<file path="src/rtl/gpio_bank_pkg.sv">
`timescale 1ns/1ps
package gpio_bank_pkg;

  typedef enum logic [2:0] {
    A_OUTVAL = 3'd0,
    A_DIR    = 3'd1,
    A_IEN    = 3'd2,
    A_SNSA   = 3'd3,
    A_SNSB   = 3'd4,
    A_SNSC   = 3'd5,
    A_STAT   = 3'd6,
    A_HOLD   = 3'd7
  } word_addr_e;

  typedef enum logic [2:0] {
    SNS_FALL = 3'd0,
    SNS_RISE = 3'd1,
    SNS_BOTH = 3'd2,
    SNS_LOW  = 3'd3,
    SNS_HIGH = 3'd4
  } sense_e;

  function automatic sense_e decode_sense(input logic sa, input logic sb, input logic sc);
    sense_e m;
    if (sb)      m = sa ? SNS_HIGH : SNS_LOW;
    else if (sc) m = SNS_BOTH;
    else if (sa) m = SNS_RISE;
    else         m = SNS_FALL;
    return m;
  endfunction

endpackage

</file>
<file path="src/rtl/gpio_rst_sync.sv">
`timescale 1ns/1ps
module gpio_rst_sync #(
  parameter int unsigned STAGES = 2
) (
  input  logic clk,
  input  logic arst_n,
  output logic srst_n
);
  logic [STAGES-1:0] chain_q;
  logic [STAGES-1:0] chain_d;

  always_comb chain_d = {chain_q[STAGES-2:0], 1'b1};

  always_ff @(posedge clk or negedge arst_n) begin
    if (!arst_n) chain_q <= '0;
    else         chain_q <= chain_d;
  end

  assign srst_n = chain_q[STAGES-1];
endmodule

</file>
<file path="src/rtl/gpio_sync.sv">
`timescale 1ns/1ps
module gpio_sync #(
  parameter int unsigned W = 32
) (
  input  logic         clk,
  input  logic         rst_n,
  input  logic [W-1:0] async_in,
  output logic [W-1:0] sync_out
);
  logic [W-1:0] meta_q;
  logic [W-1:0] stable_q;

  always_ff @(posedge clk or negedge rst_n) begin
    if (!rst_n) begin
      meta_q   <= '0;
      stable_q <= '0;
    end else begin
      meta_q   <= async_in;
      stable_q <= meta_q;
    end
  end

  assign sync_out = stable_q;
endmodule

</file>
<file path="src/rtl/gpio_irq_detect.sv">
`timescale 1ns/1ps
module gpio_irq_detect
  import gpio_bank_pkg::*;
#(
  parameter int unsigned NPINS = 32
) (
  input  logic             clk,
  input  logic             rst_n,
  input  logic [NPINS-1:0] pin_now,
  input  logic [NPINS-1:0] sns_a,
  input  logic [NPINS-1:0] sns_b,
  input  logic [NPINS-1:0] sns_c,
  input  logic [NPINS-1:0] clr_mask,
  output logic [NPINS-1:0] status
);
  logic [NPINS-1:0] prev_q;
  logic [NPINS-1:0] set_vec;
  logic [NPINS-1:0] status_q;
  logic [NPINS-1:0] status_d;

  for (genvar p = 0; p < NPINS; p++) begin : g_pin
    sense_e mode;
    always_comb begin
      mode = decode_sense(sns_a[p], sns_b[p], sns_c[p]);
      unique case (mode)
        SNS_FALL: set_vec[p] = prev_q[p] & ~pin_now[p];
        SNS_RISE: set_vec[p] = ~prev_q[p] & pin_now[p];
        SNS_BOTH: set_vec[p] = prev_q[p] ^ pin_now[p];
        SNS_LOW:  set_vec[p] = ~pin_now[p];
        SNS_HIGH: set_vec[p] = pin_now[p];
        default:  set_vec[p] = 1'b0;
      endcase
    end
  end

  always_comb status_d = (status_q & ~clr_mask) | set_vec;

  always_ff @(posedge clk or negedge rst_n) begin
    if (!rst_n) begin
      prev_q   <= '0;
      status_q <= '0;
    end else begin
      prev_q   <= pin_now;
      status_q <= status_d;
    end
  end

  assign status = status_q;

  AST_W1C_CLEARS: assert property (@(posedge clk) disable iff (!rst_n)
    (|(clr_mask & ~set_vec)) |=> ((status_q & $past(clr_mask & ~set_vec)) == '0));
  AST_STATUS_STICKY: assert property (@(posedge clk) disable iff (!rst_n)
    1'b1 |=> ((~status_q & $past(status_q & ~clr_mask)) == '0));
  AST_LEVEL_REARMS: assert property (@(posedge clk) disable iff (!rst_n)
    (|set_vec) |=> ((status_q & $past(set_vec)) == $past(set_vec)));
  AST_NO_SPURIOUS: assert property (@(posedge clk) disable iff (!rst_n)
    (set_vec == '0) |=> ((status_q & ~$past(status_q)) == '0));
endmodule

</file>
<file path="src/rtl/gpio_regfile.sv">
`timescale 1ns/1ps
module gpio_regfile
  import gpio_bank_pkg::*;
#(
  parameter int unsigned NPINS = 32,
  parameter int unsigned AW    = 3
) (
  input  logic             clk,
  input  logic             rst_n,
  input  logic             req_valid,
  input  logic             req_write,
  input  logic [AW-1:0]    req_addr,
  input  logic [NPINS-1:0] req_wdata,
  input  logic [NPINS-1:0] pad_sync,
  input  logic [NPINS-1:0] status,
  output logic [NPINS-1:0] out_val,
  output logic [NPINS-1:0] dir,
  output logic [NPINS-1:0] ien,
  output logic [NPINS-1:0] sns_a,
  output logic [NPINS-1:0] sns_b,
  output logic [NPINS-1:0] sns_c,
  output logic [NPINS-1:0] clr_mask,
  output logic [NPINS-1:0] rd_data,
  output logic             rd_valid
);
  localparam int unsigned NWORDS = 1 << AW;

  logic [NWORDS-1:0] wr_sel;
  logic              rd_en;
  logic [NPINS-1:0]  outval_q, dir_q, ien_q, sa_q, sb_q, sc_q, hold_q;
  logic [NPINS-1:0]  rd_data_q, rd_data_d;
  logic              rd_valid_q;
  logic [NPINS-1:0]  pin_view;

  for (genvar w = 0; w < NWORDS; w++) begin : g_sel
    assign wr_sel[w] = req_valid & req_write & (req_addr == AW'(w));
  end

  assign rd_en    = req_valid & ~req_write;
  assign clr_mask = wr_sel[A_STAT] ? req_wdata : '0;
  assign pin_view = (dir_q & outval_q) | (~dir_q & pad_sync);

  always_comb begin
    unique case (word_addr_e'(req_addr))
      A_OUTVAL: rd_data_d = pin_view;
      A_DIR:    rd_data_d = dir_q;
      A_IEN:    rd_data_d = ien_q;
      A_SNSA:   rd_data_d = sa_q;
      A_SNSB:   rd_data_d = sb_q;
      A_SNSC:   rd_data_d = sc_q;
      A_STAT:   rd_data_d = status;
      A_HOLD:   rd_data_d = hold_q;
      default:  rd_data_d = '0;
    endcase
  end

  always_ff @(posedge clk or negedge rst_n) begin
    if (!rst_n) begin
      outval_q   <= '0;
      dir_q      <= '0;
      ien_q      <= '0;
      sa_q       <= '0;
      sb_q       <= '0;
      sc_q       <= '0;
      hold_q     <= '0;
      rd_data_q  <= '0;
      rd_valid_q <= 1'b0;
    end else begin
      if (wr_sel[A_OUTVAL]) outval_q <= req_wdata;
      if (wr_sel[A_DIR])    dir_q    <= req_wdata;
      if (wr_sel[A_IEN])    ien_q    <= req_wdata;
      if (wr_sel[A_SNSA])   sa_q     <= req_wdata;
      if (wr_sel[A_SNSB])   sb_q     <= req_wdata;
      if (wr_sel[A_SNSC])   sc_q     <= req_wdata;
      if (wr_sel[A_HOLD])   hold_q   <= req_wdata;
      if (rd_en)            rd_data_q <= rd_data_d;
      rd_valid_q <= rd_en;
    end
  end

  assign out_val  = outval_q;
  assign dir      = dir_q;
  assign ien      = ien_q;
  assign sns_a    = sa_q;
  assign sns_b    = sb_q;
  assign sns_c    = sc_q;
  assign rd_data  = rd_data_q;
  assign rd_valid = rd_valid_q;

  AST_READ_ACKED: assert property (@(posedge clk) disable iff (!rst_n)
    (req_valid && !req_write) |=> rd_valid_q);
  AST_ACK_ONLY_ON_READ: assert property (@(posedge clk) disable iff (!rst_n)
    rd_valid_q |-> $past(req_valid && !req_write));
endmodule

</file>
<file path="src/rtl/gpio_irq_bank.sv">
`timescale 1ns/1ps
module gpio_irq_bank
  import gpio_bank_pkg::*;
#(
  parameter int unsigned NPINS = 32,
  parameter int unsigned AW    = 3
) (
  input  logic             clk,
  input  logic             rst_n,
  input  logic             bus_valid,
  input  logic             bus_write,
  input  logic [AW-1:0]    bus_addr,
  input  logic [NPINS-1:0] bus_wdata,
  output logic [NPINS-1:0] bus_rdata,
  output logic             bus_rvalid,
  input  logic [NPINS-1:0] pad_in,
  output logic [NPINS-1:0] pad_out,
  output logic [NPINS-1:0] pad_oe,
  output logic             irq
);
  logic             srst_n;
  logic [NPINS-1:0] pad_sync;
  logic [NPINS-1:0] status;
  logic [NPINS-1:0] out_val, dir, ien, sns_a, sns_b, sns_c, clr_mask;

  gpio_rst_sync #(.STAGES(2)) u_rst (
    .clk    (clk),
    .arst_n (rst_n),
    .srst_n (srst_n)
  );

  gpio_sync #(.W(NPINS)) u_sync (
    .clk      (clk),
    .rst_n    (srst_n),
    .async_in (pad_in),
    .sync_out (pad_sync)
  );

  gpio_regfile #(.NPINS(NPINS), .AW(AW)) u_regs (
    .clk       (clk),
    .rst_n     (srst_n),
    .req_valid (bus_valid),
    .req_write (bus_write),
    .req_addr  (bus_addr),
    .req_wdata (bus_wdata),
    .pad_sync  (pad_sync),
    .status    (status),
    .out_val   (out_val),
    .dir       (dir),
    .ien       (ien),
    .sns_a     (sns_a),
    .sns_b     (sns_b),
    .sns_c     (sns_c),
    .clr_mask  (clr_mask),
    .rd_data   (bus_rdata),
    .rd_valid  (bus_rvalid)
  );

  gpio_irq_detect #(.NPINS(NPINS)) u_detect (
    .clk      (clk),
    .rst_n    (srst_n),
    .pin_now  (pad_sync),
    .sns_a    (sns_a),
    .sns_b    (sns_b),
    .sns_c    (sns_c),
    .clr_mask (clr_mask),
    .status   (status)
  );

  assign pad_out = out_val;
  assign pad_oe  = dir;
  assign irq     = |(status & ien);

  AST_IRQ_MASKED: assert property (@(posedge clk) disable iff (!srst_n)
    (ien == '0) |-> !irq);
  AST_IRQ_NEEDS_PENDING: assert property (@(posedge clk) disable iff (!srst_n)
    (status == '0) |-> !irq);
endmodule

</file>
<file path="config.mk">
export PLATFORM = sky130hd
export DESIGN_NAME = gpio_irq_bank
export DESIGN_NICKNAME = d
export VERILOG_FILES = /design/src/rtl/gpio_bank_pkg.sv /design/src/rtl/gpio_rst_sync.sv /design/src/rtl/gpio_sync.sv /design/src/rtl/gpio_irq_detect.sv /design/src/rtl/gpio_regfile.sv /design/src/rtl/gpio_irq_bank.sv
export SDC_FILE = /design/constraint.sdc
export NUM_CORES = 1
export LEC_CHECK = 0
export BUFFER_PORTS_ARGS = -buffer_cell sky130_fd_sc_hd__buf_2
export CORE_ASPECT_RATIO = 1.4
export CORE_MARGIN = 2
export CORE_UTILIZATION = 45
export DETAILED_ROUTE_END_ITERATION = 16
export SETUP_SLACK_MARGIN = 0.5
export SLEW_MARGIN = 20
export SYNTH_ARGS = -nofsm -noshare
export SYNTH_HDL_FRONTEND = slang
export SYNTH_SLANG_ARGS = --single-unit
</file>
<file path="constraint.sdc">
create_clock -name clk -period 14.41 [get_ports clk]
set_input_delay 2.882 -clock clk [delete_from_list [all_inputs] [get_ports clk]]
set_output_delay 2.882 -clock clk [all_outputs]
set_load 0.005 [all_outputs]
</file>
==> results of run 1 <==
==> state kept, by name, indices dropped and copies added (netlist names) <==
signal           cells
u_regs.hold_q       32
u_regs.rd_valid      1
u_regs.sns_b        32
u_sync.sync_out     32
u_regs.sns_c        32
u_regs.dir          32
u_sync.meta_q       32
u_regs.rd_data      32
u_regs.out_val      32
u_detect.prev_q     32
u_detect.status     32
u_rst.chain_q        2
u_regs.sns_a        32
u_regs.ien          32
==> cell families after synthesis <==
| family | after synthesis | share of synthesized area [%] |
|---|---|---|
| compound gates | 346 | 13.5 |
| xor+xnor | 32 | 1.57 |
| fa+ha+maj | 64 | 4.49 |
| buf+inv | 164 | 4.30 |
| flops | 387 | 54.3 |
| mux | 269 | 16.8 |
| other cells | 1 | 0.0210 |
| simple gates | 170 | 5.08 |
==> per-layer routing <==
layer | routed length, um | global-route usage [%] | vias up
li1 | - | - | 5498
met1 | 19900 | 31.0 | 6315
met2 | 23800 | 40.4 | 352
met3 | 2530 | 3.67 | 71
met4 | 1080 | 6.14 | 0
met5 | 0 | 0 | -
==> where the power goes <==
group	switching, W	internal (W)	leakage, nW	total (W)
Clock	0.000425	0.000555	0.592	0.000980
Sequential	0.000185	0.00127	4.57	0.00145
Combinational	0.000217	0.000264	3.98	0.000481
==> how the worst max path moves through the flow <==
| stage | to | slack [ns] | depth (start not counted) |
|---|---|---|---|
| 6_report | u_regs.sns_a[18] | 8.89 | 7 |
| 5_1_grt | u_regs.sns_a[18] | 8.78 | 7 |
| 4_1_cts | u_regs.sns_a[18] | 8.91 | 7 |
| 3_5_place_dp | u_regs.sns_a[17] | 8.35 | 7 |
| 3_3_place_gp | u_regs.sns_a[1] | 8.45 | 7 |
| 2_1_floorplan | u_detect.prev_q[0] | 2.83 | 0 |
==> layout by cell type (no fill, tap or decap), drive strengths merged, types with 46 or more instances in the layout <==
cell	netlist	layout
a211oi	65	65
a21oi	84	84
a22o	46	46
buf	51	190
clkbuf	21	58
dfrtp	387	387
ha	64	64
inv	92	93
mux2	198	198
mux2i	67	67
nand2	73	73
nor2b	62	62
==> stage by stage <==
| step | cell area [sq um] | util, % |
|---|---|---|
| after floorplan | 17800 | - |
| after global placement | 19200 | 48.8 |
| after detailed placement | 19200 | 48.8 |
| after CTS | 20400 | 51.8 |
| after global routing | 20400 | 51.8 |
| final | 20400 | 51.8 |
==> final cells by class <==
cell class,count,area share [%]
Timing Repair Buffer,190,5.03
Inverter,92,1.70
Tap cell,528,3.24
Multi-Input combinational cell,882,36.6
Clock buffer,58,5.70
Sequential cell,387,47.6
Clock inverter,7,0.203
==> qor.csv, run 1 <==
stage;metric;value;unit
clocking;post_cts_resize_count;0;
clocking;holdBufCountCts;0;
min_path;hp-start;u_sync.meta_q[28];
cells_and_area;nets;1728;
critical_path;cp_max_fo;38;
synthesis;synth_edf_count;0;
critical_path;crit_family;buffers and inverters;
clocking;htreeDepth;2;
synthesis;synth_area_leaders;dfrtp_1 54%, mux2_2 12%, ha_1 4.5%;
min_path;min_to;u_sync.sync_out[28];
cells_and_area;fill_cells;3499;
timing;fin_crit_sh;38.3;%
cells_and_area;final_cells;2144;
critical_path;slowest_stage;nor3_4;
synthesis;synth.avg_cell_area;12.5;sq um
drt;routed_wl;47.3;mm
critical_path;path_cells;buf_2, buf_4, buf_4, nand2_1, nor3_4, buf_4, mux2_2;
grt;antenna_found_initial;0;
synthesis;syn_inst;1433;
synthesis;synth_cell_type_count;44;
timing;max_freq;181;MHz
clocking;cts_tree;built;
drt;wl_per_cell;22.1;um
place;dp.cells;2079;
die;die_area;41300;sq um
grt;grt_pass1_vias;12500;
run;cap_violations;0;
timing;setup_viol;0;
timing;fin_crit;5.52;ns
place;port_buffers;168;
critical_path;cp-start-kind;input port;
die;pin_count;169;
timing;slew_viol_final;0;
synthesis;yosysWarnings;0;
place;place_congestion;0.825;
clocking;clk_latency;0.55;ns
critical_path;timing.reg2reg.setup_slack;12.42;ns
outcome;status;complete, no violations;
timing;slew_headroom;27.7;%
drt;ant_nets;0;
timing;hold_viol;0;
timing;fin_setup_tns;0;ns
die;dieHeight;240;um
die;start_util;45.4;%
synthesis;synth_top_area_share;54.3;%
timing;rsz0062_at_grt;false;
grt;grt.total_usage;23.5;%
grt;grt_pass1_wl;73.7;mm
cells_and_area;syn2layout_area_growth;14.1;%
clocking;cts.path.max_buffers;3;
synthesis;synth-seq-cells;387;
timing;tightestPinTransition;1.08;ns
power_and_ir_drop;leakage;9.14;nW
place;dp_hpwl;30.3;mm
synthesis;synth_nets;1568;
drt;dr.pass1.iters;5;
power_and_ir_drop;pwr_density_cell;143;nW/um^2
cells_and_area;seq_area;9690;sq um
cells_and_area;diodes;0;
die;num_rows;86;
clocking;cts_buffers;40;
critical_path;ff2ff_path_depth;1;
die;core_area;39300;sq um
critical_path;cpMostUsedCell;buf_4;
timing;fin_skew;0.0177;ns
synthesis;ys.flop_type;dfrtp_1;
power_and_ir_drop;vdd_drop_max;94.5;uV
min_path;hold_class;reg2reg;
drt;drt_first_iter_violations;860;
synthesis;yosys.area.top_type;dfrtp_1;
critical_path;critPathMaxStageDelay;0.80;ns
drt;vias;12200;
grt;grt-ovfl-total;0;
critical_path;worst-path-buf-inv;4;
power_and_ir_drop;total_power;0.00291;W
drt;remaining_drc_errors;0;
synthesis;synth.cell_area;17800;sq um
clocking;cts_num_sinks;387;
cells_and_area;drive_gt1_share;28.2;%
synthesis;async_flop_share;100;%
synthesis;synth.most_common_cell;dfrtp_1;
critical_path;critPathCaptureType;flip-flop;
critical_path;cp_data_required_time;14.83;ns
timing;fin_ws;8.89;ns
die;fp.dieW;172;um
critical_path;cp_data_arrival_time;5.94;ns
synthesis;synth_common_cells;387 x dfrtp_1, 190 x mux2_2, 92 x inv_1;
critical_path;worstSetupStartpoint;bus_addr[1];
clocking;post_cts_buffers;0;
drt;vias_per_cell;5.71;
critical_path;r2r-end;u_regs.out_val[13];
min_path;min_path_cells;0;
critical_path;worst_r2r_startpoint;u_rst.chain_q[1];
clocking;root_buffer;clkbuf_16;
synthesis;ys_seq_area_share;54.3;%
cells_and_area;multi_input_area;7440;sq um
grt;grt_max_degree;168;
place;place_ws;8.35;ns
critical_path;path_class;in2reg;
timing;hold_slack;0.341;ns
clocking;clk_pin_slew;0.06;ns
No activity file was read; power rests on OpenSTA's default activity.
==> run 2, diff against run 1 <==
Settings changed: ABC_AREA from default to 1, PLACE_DENSITY from default to 0.66.
Clock period 14.41 ns to 4.95 ns, I/O delays scaled along.
==> run 2 against run 1 <==
Effect of this change:
- synthesized area increased by 4.4%
- core utilization decreased by 0.38 points
- critical path type unchanged
- sequential cell count unchanged
- cell area increased by 3.8%
- die area increased by 4.3%
- count of clock-buffer cells in the layout decreased by 2
- final cell count increased by 37%
- highest routed layer is now met5
- worst setup slack got worse by 7.1 ns
- largest cell class unchanged
- first-iteration DRC count increased by 55%
- critical path depth decreased by 1
- register-to-register slack got worse by 9.1 ns
==> qor.csv, run 2 <==
stage;metric;value;unit;change
outcome;status;complete, no violations;;unchanged
drt;routed_wl;54.1;mm;was 47.3 mm
critical_path;timing.reg2reg.setup_slack;3.29;ns;was 12.42 ns
synthesis;yosys.area.top_type;dfrtp_1;;unchanged
power_and_ir_drop;clockPowerShare;35.8;%;was 33.7%
synthesis;synth_nets;2401;;was 1568
critical_path;cp_data_arrival_time;3.62;ns;was 5.94 ns
timing;fin_crit;3.19;ns;
clocking;clk_pin_slew;0.06;ns;about the same
power_and_ir_drop;vdd_drop_max;291;uV;was 94.5 uV
synthesis;synth_edf_count;0;;unchanged
critical_path;cp-start-kind;input port;;unchanged
synthesis;async_flop_share;100;%;unchanged
place;dp_hpwl;34.0;mm;was 30.3 mm
synthesis;synth.avg_cell_area;8.23;sq um;was 12.5 sq um
critical_path;cp_data_required_time;5.38;ns;was 14.83 ns
place;port_buffers;168;;unchanged
drt;drt_first_iter_violations;1333;;was 860
drt;vias;16200;;was 12200
power_and_ir_drop;netSwitchingFraction;30.6;%;was 28.4%
grt;grt.total_usage;25.1;%;was 23.5%
grt;grt_max_degree;154;;was 168
die;die_area;43100;sq um;was 41300 sq um
synthesis;synth-seq-cells;387;;unchanged
critical_path;cp_max_fo;69;;was 38
clocking;htreeDepth;2;;unchanged
drt;wl_per_cell;18.4;um;was 22.1 um
timing;tightestPinTransition;0.984;ns;was 1.08 ns
run;cap_violations;0;;unchanged
clocking;cts.path.max_buffers;3;;unchanged
timing;slew_viol_final;0;;unchanged
grt;grt_pass1_vias;16200;;was 12500
timing;hold_slack;0.219;ns;was 0.341 ns
power_and_ir_drop;internal_power;0.00604;W;was 0.00209 W
power_and_ir_drop;pwr-share-comb;16.5;%;about the same
synthesis;synth_cell_type_count;28;;was 44
power_and_ir_drop;switching_power;0.00266;W;was 0.000827 W
grt;antenna_found_initial;2;;was 0
die;pin_count;169;;unchanged
drt;ant_nets;0;;unchanged
synthesis;syn_inst;2266;;was 1433
clocking;post_cts_buffers;0;;unchanged
timing;setup_viol;0;;unchanged
timing;max_freq;314;MHz;
die;dieHeight;245;um;was 240 um
timing;hold_viol;0;;unchanged
place;dp.cells;2867;;was 2079
cells_and_area;final_cell_mix;627 x nand2_1, 386 x dfrtp_1, 281 x o21ai_0, 210 x inv_1, 196 x nand4_1;;was 386 x dfrtp_1, 190 x mux2_2, 167 x buf_2, 92 x inv_1, 84 x a21oi_1
power_and_ir_drop;seq_power_share;47.7;%;was 49.8%
cells_and_area;layout_commonest_cell;nand2_1;;was dfrtp_1
place;place_congestion;0.842;;was 0.825
timing;fin_setup_tns;0;ns;unchanged
clocking;clk_latency;0.55;ns;about the same
clocking;holdBufCountCts;0;;unchanged
clocking;root_buffer;clkbuf_16;;unchanged
synthesis;ys.flop_type;dfrtp_1;;unchanged
power_and_ir_drop;leakage;10.8;nW;was 9.14 nW
synthesis;yosysWarnings;0;;unchanged
die;core_area;41100;sq um;was 39300 sq um
cells_and_area;final_cells;2937;;was 2144
clocking;cts_buffers;41;;was 40
critical_path;critPathCaptureType;flip-flop;;unchanged
synthesis;synth_area_leaders;dfrtp_1 52%, nand2_1 13%, o21ai_0 7.5%;;was dfrtp_1 54%, mux2_2 12%, ha_1 4.5%
die;start_util;45.4;%;about the same
clocking;cts_tree;built;;unchanged
drt;vias_per_cell;5.53;;was 5.71
power_and_ir_drop;pwr_density_cell;412;nW/um^2;was 143 nW/um^2
clocking;post_cts_resize_count;0;;unchanged
cells_and_area;nets;2505;;was 1728
timing;fin_skew;0.0171;ns;was 0.0177 ns
grt;grt_pass1_wl;86.0;mm;was 73.7 mm
cells_and_area;drive_gt1_share;11.6;%;was 28.2%
cells_and_area;fill_cells;3805;;was 3499
timing;fin_crit_sh;64.4;%;
min_path;hold_class;in2async;;was reg2reg
timing;slew_headroom;34.3;%;was 27.7%
cells_and_area;syn2layout_area_growth;13.4;%;was 14.1%
synthesis;synth_top_area_share;52.0;%;was 54.3%
synthesis;synth.most_common_cell;nand2_1;;was dfrtp_1
grt;grt-ovfl-total;0;;unchanged
critical_path;path_class;in2reg;;unchanged
synthesis;synth_common_cells;627 x nand2_1, 387 x dfrtp_1, 281 x o21ai_0;;was 387 x dfrtp_1, 190 x mux2_2, 92 x inv_1
die;num_rows;88;;was 86
timing;rsz0062_at_grt;false;;unchanged
die;fp.dieW;176;um;was 172 um
synthesis;ys_seq_area_share;52.0;%;was 54.3%
drt;dr.pass1.iters;5;;unchanged
synthesis;synth.cell_area;18600;sq um;was 17800 sq um
drt;remaining_drc_errors;0;;unchanged
clocking;cts_num_sinks;387;;unchanged
run 2: changes by cell type after synthesis, moves of 65 or more:
cell,delta
a211oi_1,-65
inv_1,+118
mux2_2,-190
mux2i_1,-67
nand2_1,+554
nand3_1,+71
nand4_1,+192
nor2_1,+126
o21ai_0,+241
run 2: cell type report:
| class | instances | area [sq um] | share of cell area [%] |
|---|---|---|---|
| well taps | 540 | 676 | 3.20 |
| clock inverters | 13 | 124 | 0.586 |
| flip-flops and latches | 387 | 9690 | 45.8 |
| repair buffers | 191 | 1050 | 4.95 |
| diodes | 1 | 2.50 | 0.0118 |
| inverters | 216 | 813 | 3.85 |
| clock buffers | 56 | 1210 | 5.75 |
| multi-input cells | 1533 | 7570 | 35.8 |
run 2: power by group through the flow:
stage,clock (W),sequential (W),combinational (W)
2_1_floorplan,0,0.00409,0.000921
3_3_place_gp,0,0.00418,0.00138
3_5_place_dp,0,0.00419,0.00144
4_1_cts,0.00317,0.00414,0.00145
5_1_grt,0.00329,0.00421,0.00166
6_report,0.00312,0.00415,0.00144
run 2: worst paths after layout:
path | from | endpoint | cells after the start
worst max-delay path | bus_addr[0] | u_regs.sns_a[21] | 6
worst min-delay path | rst_n | u_rst.chain_q[1] | 1
worst max register to register | u_rst.chain_q[1] | u_sync.meta_q[18] | 1
worst min register to register | u_sync.meta_q[0] | u_sync.sync_out[0] | 0
max in group asynchronous | u_rst.chain_q[1] | u_sync.meta_q[18] | 1
min in group clk | u_sync.meta_q[0] | u_sync.sync_out[0] | 0
run 2: cells by family after synthesis:
kind of cell	count (synthesis)	share of synthesized area (%)
AO/OA/AOI/OAI	415	11.2
XOR/XNOR	5	0.235
adder cells (fa/ha/maj)	64	4.30
buffers and inverters	346	7.57
flip-flops	387	52.0
other	1	0.0201
AND/OR/NAND/NOR	1048	24.8
run 2: metal layers:
| metal | GRT usage, % | share of wire (%) |
|---|---|---|
| met2 | 43.2 | 50 |
| met4 | 11.3 | 4.3 |
| met3 | 3.76 | 5.7 |
| met5 | 0 | 0.024 |
| met1 | 31.3 | 40 |
run 2: per-stage QoR:
stage	cell area, sq um	power (W)	utilization (%)	setup slack, ns
4_1_cts	21100	0.00876	51.5	1.75
2_1_floorplan	18600	0.00501	-	1.14
3_3_place_gp	19800	0.00556	48.2	1.23
3_5_place_dp	19800	0.00563	48.2	1.19
6_report	21100	0.00870	51.5	1.76
5_1_grt	21100	0.00917	51.5	1.54
run 2: critical path, stage by stage:
cell and delay [ns]:
buf_4 0.57, buf_4 0.72, nand4_4 0.68, buf_4 0.46, nand2_1 0.07, o21ai_0 0.08
==> run 3, diff against run 2 <==
Clock period 4.95 ns to 2.8 ns, I/O delays scaled along.
==> run 3 against run 2 <==
Effect of this change:
- final cell count up 1.3%
- sequential cell count stayed put
- non-clock buffer count grew 36
- worst setup slack worse by 1.4 ns
- critical path depth is 1 higher
- register-to-register slack worse by 2.0 ns
- critical endpoint is now irq
- largest power group unchanged
- highest routed layer is now met4
==> qor.csv, run 3 (synthesized netlist as in run 2, its figures left out) <==
stage;metric;value;unit;change
critical_path;slowest_stage;dfrtp_1;;was buf_4
die;die_area;43100;sq um;unchanged
critical_path;cp_max_fo;3;;was 69
critical_path;cpMostUsedCell;nand2_1;;was buf_4
cells_and_area;fin_area;21700;sq um;was 21100 sq um
drt;dr.pass1.iters;6;;was 5
power_and_ir_drop;pwr_density_cell;726;nW/um^2;was 412 nW/um^2
cells_and_area;nets;2540;;was 2505
grt;grt_pass1_vias;16300;;was 16200
clocking;cts_tree;built;;unchanged
critical_path;cp_data_arrival_time;1.88;ns;was 3.62 ns
drt;routed_wl;53.6;mm;was 54.1 mm
critical_path;crit_family;simple AND/OR/NAND/NOR gates;;was buffers and inverters
cells_and_area;post-route-util;52.7;%;was 51.5%
grt;grt-ovfl-total;0;;unchanged
place;place_area;20200;sq um;was 19800 sq um
drt;wl_per_cell;18.0;um;was 18.4 um
cells_and_area;layout_commonest_cell;nand2_1;;unchanged
timing;fin_crit_sh;87.1;%;
critical_path;cp-start-kind;flip-flop;;was input port
die;start_util;45.4;%;unchanged
min_path;hold_class;in2reg;;was in2async
clocking;htreeDepth;2;;unchanged
timing;slew_headroom;43.4;%;was 34.3%
die;num_rows;88;;unchanged
timing;fin_crit;2.44;ns;
power_and_ir_drop;total_power;0.0157;W;was 0.00870 W
drt;ant_nets;0;;unchanged
critical_path;critPathMaxStageDelay;0.40;ns;was 0.72 ns
critical_path;path_cells;nand2_1, nand2_1, nor2_2, nand4_1, nor2_1, nand2_1, buf_2;;was buf_4, buf_4, nand4_4, buf_4, nand2_1, o21ai_0
die;core_area;41100;sq um;unchanged
cells_and_area;drive_gt1_share;13.1;%;was 11.6%
critical_path;critPathCaptureType;output port;;was flip-flop
die;pin_count;169;;unchanged
critical_path;cp_data_required_time;2.24;ns;was 5.38 ns
critical_path;worst-path-buf-inv;1;;was 3
timing;fin_setup_tns;0;ns;unchanged
die;dieHeight;245;um;unchanged
timing;slew_viol_final;0;;unchanged
place;place_ws;0.363;ns;was 1.19 ns
drt;remaining_drc_errors;0;;unchanged
cells_and_area;final_cell_mix;626 x nand2_1, 386 x dfrtp_1, 281 x o21ai_0, 210 x inv_1, 196 x nand4_1;;was 627 x nand2_1, 386 x dfrtp_1, 281 x o21ai_0, 210 x inv_1, 196 x nand4_1
grt;grt_pass1_wl;85.4;mm;was 86.0 mm
timing;setup_viol;0;;unchanged
timing;hold_viol;0;;unchanged
clocking;root_buffer;clkbuf_16;;unchanged
clocking;clk_latency;0.55;ns;about the same
timing;tightestPinTransition;0.849;ns;was 0.984 ns
cells_and_area;diodes;0;;was 1
critical_path;path_class;reg2out;;was in2reg
clocking;cts_num_sinks;387;;unchanged
cells_and_area;fill_cells;3777;;was 3805
timing;max_freq;410;MHz;
die;fp.dieW;176;um;unchanged
cells_and_area;seq_area;9690;sq um;unchanged
clocking;cts.path.max_buffers;3;;unchanged
power_and_ir_drop;leakage;11.0;nW;was 10.8 nW
grt;antenna_found_initial;0;;was 2
cells_and_area;syn2layout_area_growth;16.2;%;was 13.4%
drt;vias;16400;;was 16200
drt;vias_per_cell;5.52;;was 5.53
timing;fin_skew;0.0159;ns;was 0.0171 ns
cells_and_area;multi_input_area;7590;sq um;was 7570 sq um
timing;fin_ws;0.362;ns;was 1.76 ns
place;place_congestion;0.834;;was 0.842
outcome;status;complete, no violations;;unchanged
power_and_ir_drop;vdd_drop_max;627;uV;was 291 uV
place;dp_hpwl;34.6;mm;was 34.0 mm
grt;grt_max_degree;131;;was 154
run;cap_violations;0;;unchanged
grt;grt.total_usage;25.0;%;was 25.1%
drt;drt_first_iter_violations;1480;;was 1333
timing;rsz0062_at_grt;true;;was false
clocking;cts_buffers;40;;was 41
clocking;clk_pin_slew;0.07;ns;was 0.06 ns
place;port_buffers;168;;unchanged
==> run 3: per-stage QoR <==
| step | std cells | hold slack [ns] |
|---|---|---|
| 2_1_floorplan | 2266 | 0.264 |
| 5_1_grt | 2975 | 0.100 |
| 3_5_place_dp | 2894 | 0.335 |
| 3_3_place_gp | 2894 | 0.331 |
| 6_report | 2975 | 0.114 |
| 4_1_cts | 2970 | 0.0970 |
==> run 3: metal layers <==
metal  GRT usage (%)  wire length [um]
met1            31.4             21600
met2            42.1             26000
met3            3.47              3130
met4            13.3              2900
met5               0                 0
==> run 3: final cells by class <==
cell class,count,share of cell area [%]
Clock inverter,18,1.30
Sequential cell,387,44.7
Tap cell,540,3.12
Timing Repair Buffer,227,6.78
Clock buffer,54,5.29
Inverter,216,3.75
Multi-Input combinational cell,1533,35.0
==> run 3: final timing paths <==
kind | startpoint | to | slack (ns) | cells past startpoint
max | u_detect.status[4] | irq | 0.36 | 7
min | pad_in[26] | u_sync.meta_q[26] | 0.11 | 1
max reg2reg | u_sync.sync_out[24] | u_detect.status[24] | 1.34 | 6
min reg2reg | u_sync.meta_q[9] | u_sync.sync_out[9] | 0.35 | 0
max in group asynchronous | u_rst.chain_q[1] | u_regs.rd_data[11] | 1.52 | 1
min in group asynchronous | rst_n | u_rst.chain_q[1] | 0.33 | 2
==> run 3: power by group <==
| part | total, W | leakage, nW | switching [W] | internal, W |
|---|---|---|---|---|
| clock | 0.00580 | 0.698 | 0.00228 | 0.00352 |
| combinational | 0.00262 | 5.69 | 0.00155 | 0.00107 |
| sequential | 0.00732 | 4.64 | 0.000861 | 0.00646 |
| total | 0.0157 | 11.0 | 0.00468 | 0.0111 |
==> run 3: timing repair <==
action	4_1_cts	5_1_grt
hold buffers	1	0
buffers inserted	3	5
gates resized for setup	3	1
gates cloned	0	0
pin swaps	4	6
hold endpoints to repair	2	0
setup endpoints to repair	1	1
